File: src/rtl/cc_pkg.sv
package cc_pkg;

    // Retirement sequencer states
    typedef enum logic [1:0] {
        ST_SCAN   = 2'd0,
        ST_COMMIT = 2'd1,
        ST_RETRY  = 2'd2,
        ST_HOLD   = 2'd3
    } cc_state_e;

endpackage

File: src/rtl/cc_fifo.sv
module cc_fifo #(
    parameter int W     = 8,
    parameter int DEPTH = 4
) (
    input  logic         clk,
    input  logic         rst_n,
    input  logic         push_valid,
    output logic         push_ready,
    input  logic [W-1:0] push_data,
    input  logic         pop,
    output logic         head_valid,
    output logic [W-1:0] head_data
);
    localparam int PW = (DEPTH > 1) ? $clog2(DEPTH) : 1;
    localparam int CW = $clog2(DEPTH + 1);

    logic [W-1:0]  mem_q [DEPTH];
    logic [PW-1:0] wr_q, rd_q;
    logic [CW-1:0] cnt_q;
    logic          do_push;

    assign push_ready = (cnt_q != CW'(DEPTH));
    assign do_push    = push_valid && push_ready;
    assign head_valid = (cnt_q != '0);
    assign head_data  = mem_q[rd_q];

    function automatic logic [PW-1:0] ptr_inc(input logic [PW-1:0] p);
        return (p == PW'(DEPTH - 1)) ? '0 : p + 1'b1;
    endfunction

    always_ff @(posedge clk) begin
        if (!rst_n) begin
            wr_q  <= '0;
            rd_q  <= '0;
            cnt_q <= '0;
        end else begin
            if (do_push) wr_q <= ptr_inc(wr_q);
            if (pop)     rd_q <= ptr_inc(rd_q);
            case ({do_push, pop})
                2'b10:   cnt_q <= cnt_q + 1'b1;
                2'b01:   cnt_q <= cnt_q - 1'b1;
                default: cnt_q <= cnt_q;
            endcase
        end
    end

    always_ff @(posedge clk) begin
        if (do_push) mem_q[wr_q] <= push_data;
    end


    fifo_pop_chk: assert property (@(posedge clk) disable iff (!rst_n)
        pop |-> cnt_q != '0);


    fifo_bound_chk: assert property (@(posedge clk) disable iff (!rst_n)
        cnt_q <= CW'(DEPTH));
endmodule

File: src/rtl/cc_alloc.sv
module cc_alloc #(
    parameter int EPOCH_W = 8,
    parameter int NUM_BUF = 8,
    localparam int BUF_W  = $clog2(NUM_BUF)
) (
    input  logic               clk,
    input  logic               rst_n,
    input  logic               spawn_valid,
    output logic               spawn_ready,
    output logic [EPOCH_W-1:0] spawn_epoch,
    output logic [BUF_W-1:0]   spawn_abi,
    input  logic               rel_valid,
    input  logic [BUF_W-1:0]   rel_abi
);
    logic [NUM_BUF-1:0] used_q, used_d;
    logic [EPOCH_W-1:0] ep_q;
    logic [BUF_W-1:0]   pick;
    logic               found;
    logic               grant;

    function automatic logic [EPOCH_W-1:0] ep_inc(input logic [EPOCH_W-1:0] e);
        return (e == '1) ? EPOCH_W'(1) : e + 1'b1;
    endfunction

    always_comb begin
        found = 1'b0;
        pick  = '0;
        for (int i = NUM_BUF - 1; i >= 0; i--) begin
            if (!used_q[i]) begin
                found = 1'b1;
                pick  = BUF_W'(i);
            end
        end
    end

    assign spawn_ready = found;
    assign spawn_epoch = ep_q;
    assign spawn_abi   = pick;
    assign grant       = spawn_valid && found;

    always_comb begin
        used_d = used_q;
        if (rel_valid) used_d[rel_abi] = 1'b0;
        if (grant)     used_d[pick]    = 1'b1;
    end

    always_ff @(posedge clk) begin
        if (!rst_n) begin
            used_q <= '0;
            ep_q   <= EPOCH_W'(1);
        end else begin
            used_q <= used_d;
            if (grant) ep_q <= ep_inc(ep_q);
        end
    end


    alloc_free_chk: assert property (@(posedge clk) disable iff (!rst_n)
        grant |-> !used_q[spawn_abi]);


    rel_used_chk: assert property (@(posedge clk) disable iff (!rst_n)
        rel_valid |-> used_q[rel_abi]);


    epoch_nonzero_chk: assert property (@(posedge clk) disable iff (!rst_n)
        spawn_epoch != '0);
endmodule

File: src/rtl/spec_commit_ctrl.sv
module spec_commit_ctrl
    import cc_pkg::*;
#(
    parameter int ADDR_W  = 32,
    parameter int RS_W    = 5,
    parameter int SC_W    = 8,
    parameter int EPOCH_W = 8,
    parameter int NUM_BUF = 8,
    parameter int Q_DEPTH = 8,
    localparam int BUF_W  = $clog2(NUM_BUF)
) (
    input  logic               clk,
    input  logic               rst_n,
    input  logic               spawn_valid,
    output logic               spawn_ready,
    output logic [EPOCH_W-1:0] spawn_epoch,
    output logic [BUF_W-1:0]   spawn_abi,
    input  logic               in_valid,
    output logic               in_ready,
    input  logic [ADDR_W-1:0]  in_fp,
    input  logic [ADDR_W-1:0]  in_ip,
    input  logic [RS_W-1:0]    in_rs,
    input  logic [SC_W-1:0]    in_sc,
    input  logic [EPOCH_W-1:0] in_epoch,
    input  logic [ADDR_W-1:0]  in_rip,
    input  logic [BUF_W-1:0]   in_abi,
    input  logic [NUM_BUF-1:0] viol_flags,
    output logic               ps_valid,
    input  logic               ps_ready,
    output logic [ADDR_W-1:0]  ps_fp,
    output logic [ADDR_W-1:0]  ps_ip,
    output logic [RS_W-1:0]    ps_rs,
    output logic [SC_W-1:0]    ps_sc,
    output logic [EPOCH_W-1:0] ps_epoch,
    output logic [ADDR_W-1:0]  ps_rip,
    output logic [BUF_W-1:0]   ps_abi,
    output logic               pl_valid,
    input  logic               pl_ready,
    output logic [ADDR_W-1:0]  pl_fp,
    output logic [ADDR_W-1:0]  pl_ip,
    output logic [RS_W-1:0]    pl_rs,
    output logic [SC_W-1:0]    pl_sc,
    output logic [EPOCH_W-1:0] pl_epoch,
    output logic [ADDR_W-1:0]  pl_rip,
    output logic [BUF_W-1:0]   pl_abi,
    input  logic               retry_done
);
    // Packed descriptor layout inside the queue
    localparam int OFF_ABI = 0;
    localparam int OFF_RIP = OFF_ABI + BUF_W;
    localparam int OFF_EPN = OFF_RIP + ADDR_W;
    localparam int OFF_SC  = OFF_EPN + EPOCH_W;
    localparam int OFF_RS  = OFF_SC + SC_W;
    localparam int OFF_IP  = OFF_RS + RS_W;
    localparam int OFF_FP  = OFF_IP + ADDR_W;
    localparam int DW      = OFF_FP + ADDR_W;

    cc_state_e          state_q, state_d;
    logic [EPOCH_W-1:0] next_ep_q;
    logic               ep_adv;
    logic               pop;
    logic               rel_valid;
    logic               head_valid;
    logic [DW-1:0]      head_data;
    logic [ADDR_W-1:0]  h_fp, h_ip, h_rip;
    logic [RS_W-1:0]    h_rs;
    logic [SC_W-1:0]    h_sc;
    logic [EPOCH_W-1:0] h_ep;
    logic [BUF_W-1:0]   h_abi;

    function automatic logic [EPOCH_W-1:0] ep_inc(input logic [EPOCH_W-1:0] e);
        return (e == '1) ? EPOCH_W'(1) : e + 1'b1;
    endfunction

    cc_fifo #(.W(DW), .DEPTH(Q_DEPTH)) u_queue (
        .clk        (clk),
        .rst_n      (rst_n),
        .push_valid (in_valid),
        .push_ready (in_ready),
        .push_data  ({in_fp, in_ip, in_rs, in_sc, in_epoch, in_rip, in_abi}),
        .pop        (pop),
        .head_valid (head_valid),
        .head_data  (head_data)
    );

    cc_alloc #(.EPOCH_W(EPOCH_W), .NUM_BUF(NUM_BUF)) u_alloc (
        .clk         (clk),
        .rst_n       (rst_n),
        .spawn_valid (spawn_valid),
        .spawn_ready (spawn_ready),
        .spawn_epoch (spawn_epoch),
        .spawn_abi   (spawn_abi),
        .rel_valid   (rel_valid),
        .rel_abi     (h_abi)
    );

    assign h_abi = head_data[OFF_ABI +: BUF_W];
    assign h_rip = head_data[OFF_RIP +: ADDR_W];
    assign h_ep  = head_data[OFF_EPN +: EPOCH_W];
    assign h_sc  = head_data[OFF_SC  +: SC_W];
    assign h_rs  = head_data[OFF_RS  +: RS_W];
    assign h_ip  = head_data[OFF_IP  +: ADDR_W];
    assign h_fp  = head_data[OFF_FP  +: ADDR_W];

    // Commit path carries the head as is
    assign ps_fp    = h_fp;
    assign ps_ip    = h_ip;
    assign ps_rs    = h_rs;
    assign ps_sc    = h_sc;
    assign ps_epoch = h_ep;
    assign ps_rip   = h_rip;
    assign ps_abi   = h_abi;

    // Retry path restarts at the restart pointer as a plain thread
    assign pl_fp    = h_fp;
    assign pl_ip    = h_rip;
    assign pl_rs    = h_rs;
    assign pl_sc    = h_sc;
    assign pl_epoch = '0;
    assign pl_rip   = '0;
    assign pl_abi   = '0;

    // State register and program-order register
    always_ff @(posedge clk) begin
        if (!rst_n) begin
            state_q   <= ST_SCAN;
            next_ep_q <= EPOCH_W'(1);
        end else begin
            state_q <= state_d;
            if (ep_adv) next_ep_q <= ep_inc(next_ep_q);
        end
    end

    // Next state and outputs
    always_comb begin
        state_d   = state_q;
        ps_valid  = 1'b0;
        pl_valid  = 1'b0;
        pop       = 1'b0;
        rel_valid = 1'b0;
        ep_adv    = 1'b0;
        unique case (state_q)
            ST_SCAN: begin
                if (head_valid && (h_ep == next_ep_q))
                    state_d = viol_flags[h_abi] ? ST_RETRY : ST_COMMIT;
            end
            ST_COMMIT: begin
                ps_valid = 1'b1;
                if (ps_ready) begin
                    pop       = 1'b1;
                    rel_valid = 1'b1;
                    ep_adv    = 1'b1;
                    state_d   = ST_SCAN;
                end
            end
            ST_RETRY: begin
                pl_valid = 1'b1;
                if (pl_ready) begin
                    pop       = 1'b1;
                    rel_valid = 1'b1;
                    state_d   = ST_HOLD;
                end
            end
            ST_HOLD: begin
                if (retry_done) begin
                    ep_adv  = 1'b1;
                    state_d = ST_SCAN;
                end
            end
            default: state_d = ST_SCAN;
        endcase
    end


    single_path_chk: assert property (@(posedge clk) disable iff (!rst_n)
        !(ps_valid && pl_valid));


    commit_match_chk: assert property (@(posedge clk) disable iff (!rst_n)
        ps_valid |-> ps_epoch == next_ep_q);


    ps_hold_chk: assert property (@(posedge clk) disable iff (!rst_n)
        ps_valid && !ps_ready |=> ps_valid && $stable(ps_ip) && $stable(ps_epoch) && $stable(ps_fp));


    pl_hold_chk: assert property (@(posedge clk) disable iff (!rst_n)
        pl_valid && !pl_ready |=> pl_valid && $stable(pl_ip) && $stable(pl_fp));


    hold_epoch_chk: assert property (@(posedge clk) disable iff (!rst_n)
        (state_q == ST_HOLD) && !retry_done |=> $stable(next_ep_q) && !ps_valid);


    epoch_step_chk: assert property (@(posedge clk) disable iff (!rst_n)
        ps_valid && ps_ready |=> next_ep_q != $past(next_ep_q));
endmodule

File: config.mk
export PLATFORM = sky130hd
export DESIGN_NAME = spec_commit_ctrl
export DESIGN_NICKNAME = d
export VERILOG_FILES = /design/src/rtl/cc_pkg.sv /design/src/rtl/cc_fifo.sv /design/src/rtl/cc_alloc.sv /design/src/rtl/spec_commit_ctrl.sv
export SDC_FILE = /design/constraint.sdc
export NUM_CORES = 1
export LEC_CHECK = 0
export BUFFER_PORTS_ARGS = -buffer_cell sky130_fd_sc_hd__clkbuf_2
export CAP_MARGIN = 20
export CORE_UTILIZATION = 49
export CTS_BUF_LIST = sky130_fd_sc_hd__clkbuf_4 sky130_fd_sc_hd__clkbuf_8
export DETAILED_ROUTE_END_ITERATION = 7
export GPL_TIMING_DRIVEN = 0
export PLACE_DENSITY = 0.71
export SLEW_MARGIN = 0
export SYNTH_ARGS = -nofsm -noshare
export SYNTH_HDL_FRONTEND = slang
export SYNTH_HIERARCHICAL = 1
export SYNTH_SLANG_ARGS = --single-unit
File: constraint.sdc
create_clock -name clk -period 14.2 [get_ports clk]
set_clock_uncertainty 0.1 [all_clocks]
set_input_delay 1.42 -clock clk [delete_from_list [all_inputs] [get_ports clk]]
set_output_delay 1.42 -clock clk [all_outputs]
set_load 0.05 [all_outputs]
==> impl_metrics.py <==
metrics = {
    "status": {
        "status": "completed",
    },
    "placement": {
        "portBuffers": 346,
        "hpwl_um": 56500,
        "preCtsSetupSlack_ps": 9860,
        "placed_area_um2": 44300,
        "routabilityCongestion": 0.783,
        "place_inst": 3313,
    },
    "cells_and_area": {
        "multiInputGateArea_um2": 8800,
        "final_util": 0.589,
        "seq_area_um2": 29600,
        "stdcell_count": 3604,
        "final_nets": 2564,
        "final_area_um2": 47400,
        "n_fill_cell": 5821,
        "area_growth_pct": 19.2,
        "drive_gt1_frac": 0.444,
    },
    "clock_network": {
        "cts_tree": "yes",
        "ctsResizeCount": 0,
        "clock_path_buffers": 3,
        "clkTransAtPathRegs_ps": 60,
        "htree_num_levels": 4,
        "post_cts_buffers": 0,
        "cts_made_buffers": 160,
        "root_buffer": "clkbuf_8",
        "clock_sinks": 999,
        "clock_latency_ps": 780,
        "cts_hold_buf": 0,
    },
    "worst_setup_path": {
        "regToRegSetupSlack_ps": 10470,
        "setup.worst_path.end_class": "output pin",
        "reg2reg_depth": 10,
        "critPathArrivalTime_ps": 3570,
        "required_ps": 12680,
        "crit_fanout": 10,
        "r2r-end": "state_q[1]$_SDFFE_PN0P_",
        "start_kind": "flop",
        "worst-setup-path-type": "reg2out",
    },
    "yosys": {
        "synth.distinct_cells": 68,
        "yosysSeqAreaShare": 0.745,
        "synth_top_family_by_area": "multiplexers",
        "netlist_instances": 1760,
        "synthFlopType": "edfxtp_1",
        "async_flop_share": 0,
        "syn_area_um2": 39800,
        "yosys.area_share.adder": 0.00441,
        "synth_compound_area_frac": 0.00869,
        "synth_seq_cells": 999,
        "synth_xor_area_frac": 0.00507,
        "synth_edf_count": 960,
        "yosys_warnings": 6,
        "yosys.area_share.simple": 0.0148,
        "synth.avg_cell_area_um2": 22.6,
        "synthMuxAreaShare": 0.183,
    },
    "sta": {
        "rsz0062_at_grt": "no",
        "hold_slack_ps": 374,
        "fmax_mhz": 197,
        "setup_viol": 0,
        "tightest_slew_ps": 808,
        "hold_violations": 0,
        "period_minus_slack_ps": 5090,
        "maxSlewHeadroom": 0.461,
        "fin_ws_ps": 9110,
        "finalMaxSlewViolations": 0,
        "fin_setup_tns_ps": 0,
        "fin_crit_sh": 0.358,
    },
    "pwr": {
        "power_mw": 7.02,
        "ir_drop_mv": 0.109,
        "p_leak_nw": 16.3,
        "power.density_nw_per_um2": 148,
    },
    "hold_path": {
        "hp-class": "reg2reg",
        "worstHoldEndpoint": "u_queue/cnt_q[3]$_SDFFE_PN0P_",
        "min-delay-start": "u_queue/cnt_q[3]$_SDFFE_PN0P_",
        "hold_path_depth": 2,
    },
    "drt": {
        "vias": 19500,
        "postRouteAntennaNets": 0,
        "drt-total-wl_um": 85000,
        "drt_iter0_markers": 1346,
        "routedWlPerCell_um": 23.6,
        "via_per_inst": 5.42,
        "drc_errors": 0,
        "drtPass1Iterations": 5,
    },
    "floorplanning": {
        "die_w_um": 287,
        "rows": 104,
        "dieArea_um2": 82300,
        "core_area_um2": 80400,
        "die_y_um": 287,
        "initial_core_util": 0.494,
        "boundaryPins": 390,
    },
    "global_route": {
        "grt_pass1_vias": 20000,
        "track_usage": 0.208,
        "grt.overflow.total": 0,
        "grt_antenna_before_repair": 12,
        "grt_pass1_wl_um": 124000,
        "grt_max_degree": 26,
    },
    "job": {
        "cap_violations": 0,
    },
}
[power by group]
part | internal (mW) | switching (mW)
clock network | 1.22 | 1.10
registers | 3.32 | 0.0281
logic | 0.493 | 0.853
[flip-flops by register name (all words and copies together), names as in the netlist, named ones only]
name                 flops
u_queue/wr_q             3
state_q                  2
u_alloc/used_q           8
u_queue/rd_q             3
next_ep_q                8
u_queue/mem_q          960
u_queue/cnt_q            4
u_alloc/spawn_epoch      8
[cell usage in the layout (no fill, tap or decap), drive strengths merged, types with 14 or more instances in the layout]
cell,netlist,routed
buf,162,267
clkbuf,31,589
clkinv,1,62
conb,1,43
dfxtp,39,39
edfxtp,960,960
ha,14,14
inv,5,14
mux2,121,121
mux4,242,242
nand2,22,22
nor2,20,20
xnor2,16,16
[kinds of logic (layout without fill, tap and decap cells)]
logic type                 Yosys count  in the layout
AOI/OAI and AO/OA                   49             49
other                                1             47
xor gates and xnor gates            23             23
and+or+nand+nor                    105            105
DFF                                999            999
buffers and inverters              199            937
adders and majority gates           14             14
muxes                              370            370
[worst max-delay path by stage]
| stage | start | slack, ps | endpoint | depth (start not counted) |
|---|---|---|---|---|
| floorplan | in_valid | 320 | u_queue/mem_q[0][0]$_DFFE_PP_ | 2 |
| detailed placement | flop | 9860 | ps_sc[5] | 7 |
| global placement | in_valid | -12560 | u_queue/mem_q[0][62]$_DFFE_PP_ | 3 |
| CTS | flop | 8960 | ps_sc[5] | 7 |
| finish | flop | 9110 | ps_fp[6] | 7 |
| global route | flop | 8940 | ps_fp[6] | 7 |
[area by class of cell]
type	instances	area share
Sequential cell	999	0.625
Multi-Input combinational cell	604	0.186
Timing Repair Buffer	451	0.0642
Clock buffer	212	0.0550
Buffer	193	0.0323
Tap cell	1060	0.0280
Clock inverter	75	0.00919
Inverter	6	0.000475
Antenna cell	4	0.000211
[layer usage]
metal | up-vias | track usage | wire (um)
li1 | 8625 | - | -
met2 | 691 | 0.350 | 43700
met1 | 10100 | 0.268 | 33800
met3 | 134 | 0.0507 | 5800
met5 | - | 0 | 77
met4 | 12 | 0.0640 | 1620
[cell usage after synthesis (all sizes together), types with 2 or more instances]
| cell type | number | area, um^2 |
|---|---|---|
| a21boi | 5 | 37.5 |
| a21oi | 12 | 63.8 |
| a31oi | 2 | 12.5 |
| a41oi | 2 | 17.5 |
| and2 | 4 | 25.0 |
| and4 | 4 | 37.5 |
| buf | 162 | 1400 |
| clkbuf | 31 | 128 |
| dfxtp | 39 | 781 |
| edfxtp | 960 | 28800 |
| ha | 14 | 175 |
| inv | 5 | 18.8 |
| mux2 | 121 | 1360 |
| mux2i | 7 | 70.1 |
| mux4 | 242 | 5850 |
| nand2 | 22 | 87.6 |
| nand2b | 7 | 43.8 |
| nand3 | 8 | 40.0 |
| nand4 | 8 | 56.3 |
| nor2 | 20 | 75.1 |
| nor2b | 8 | 50.1 |
| nor3 | 7 | 35.0 |
| nor4 | 3 | 33.8 |
| nor4b | 2 | 17.5 |
| o2111ai | 3 | 32.5 |
| o21ai | 10 | 53.8 |
| o21bai | 2 | 15.0 |
| o221ai | 2 | 17.5 |
| or2b | 2 | 16.3 |
| or3 | 3 | 18.8 |
| or4 | 2 | 15.0 |
| xnor2 | 16 | 140 |
| xor2 | 7 | 61.3 |
[critical path, stage by stage (launching register included)]
cell	delay (ps)
dfxtp_1	300
buf_2	240
buf_2	490
buf_1	600
mux4_1	410
mux2_2	360
buf_4	150
clkbuf_2	220
(Power assumes the default switching activity.)
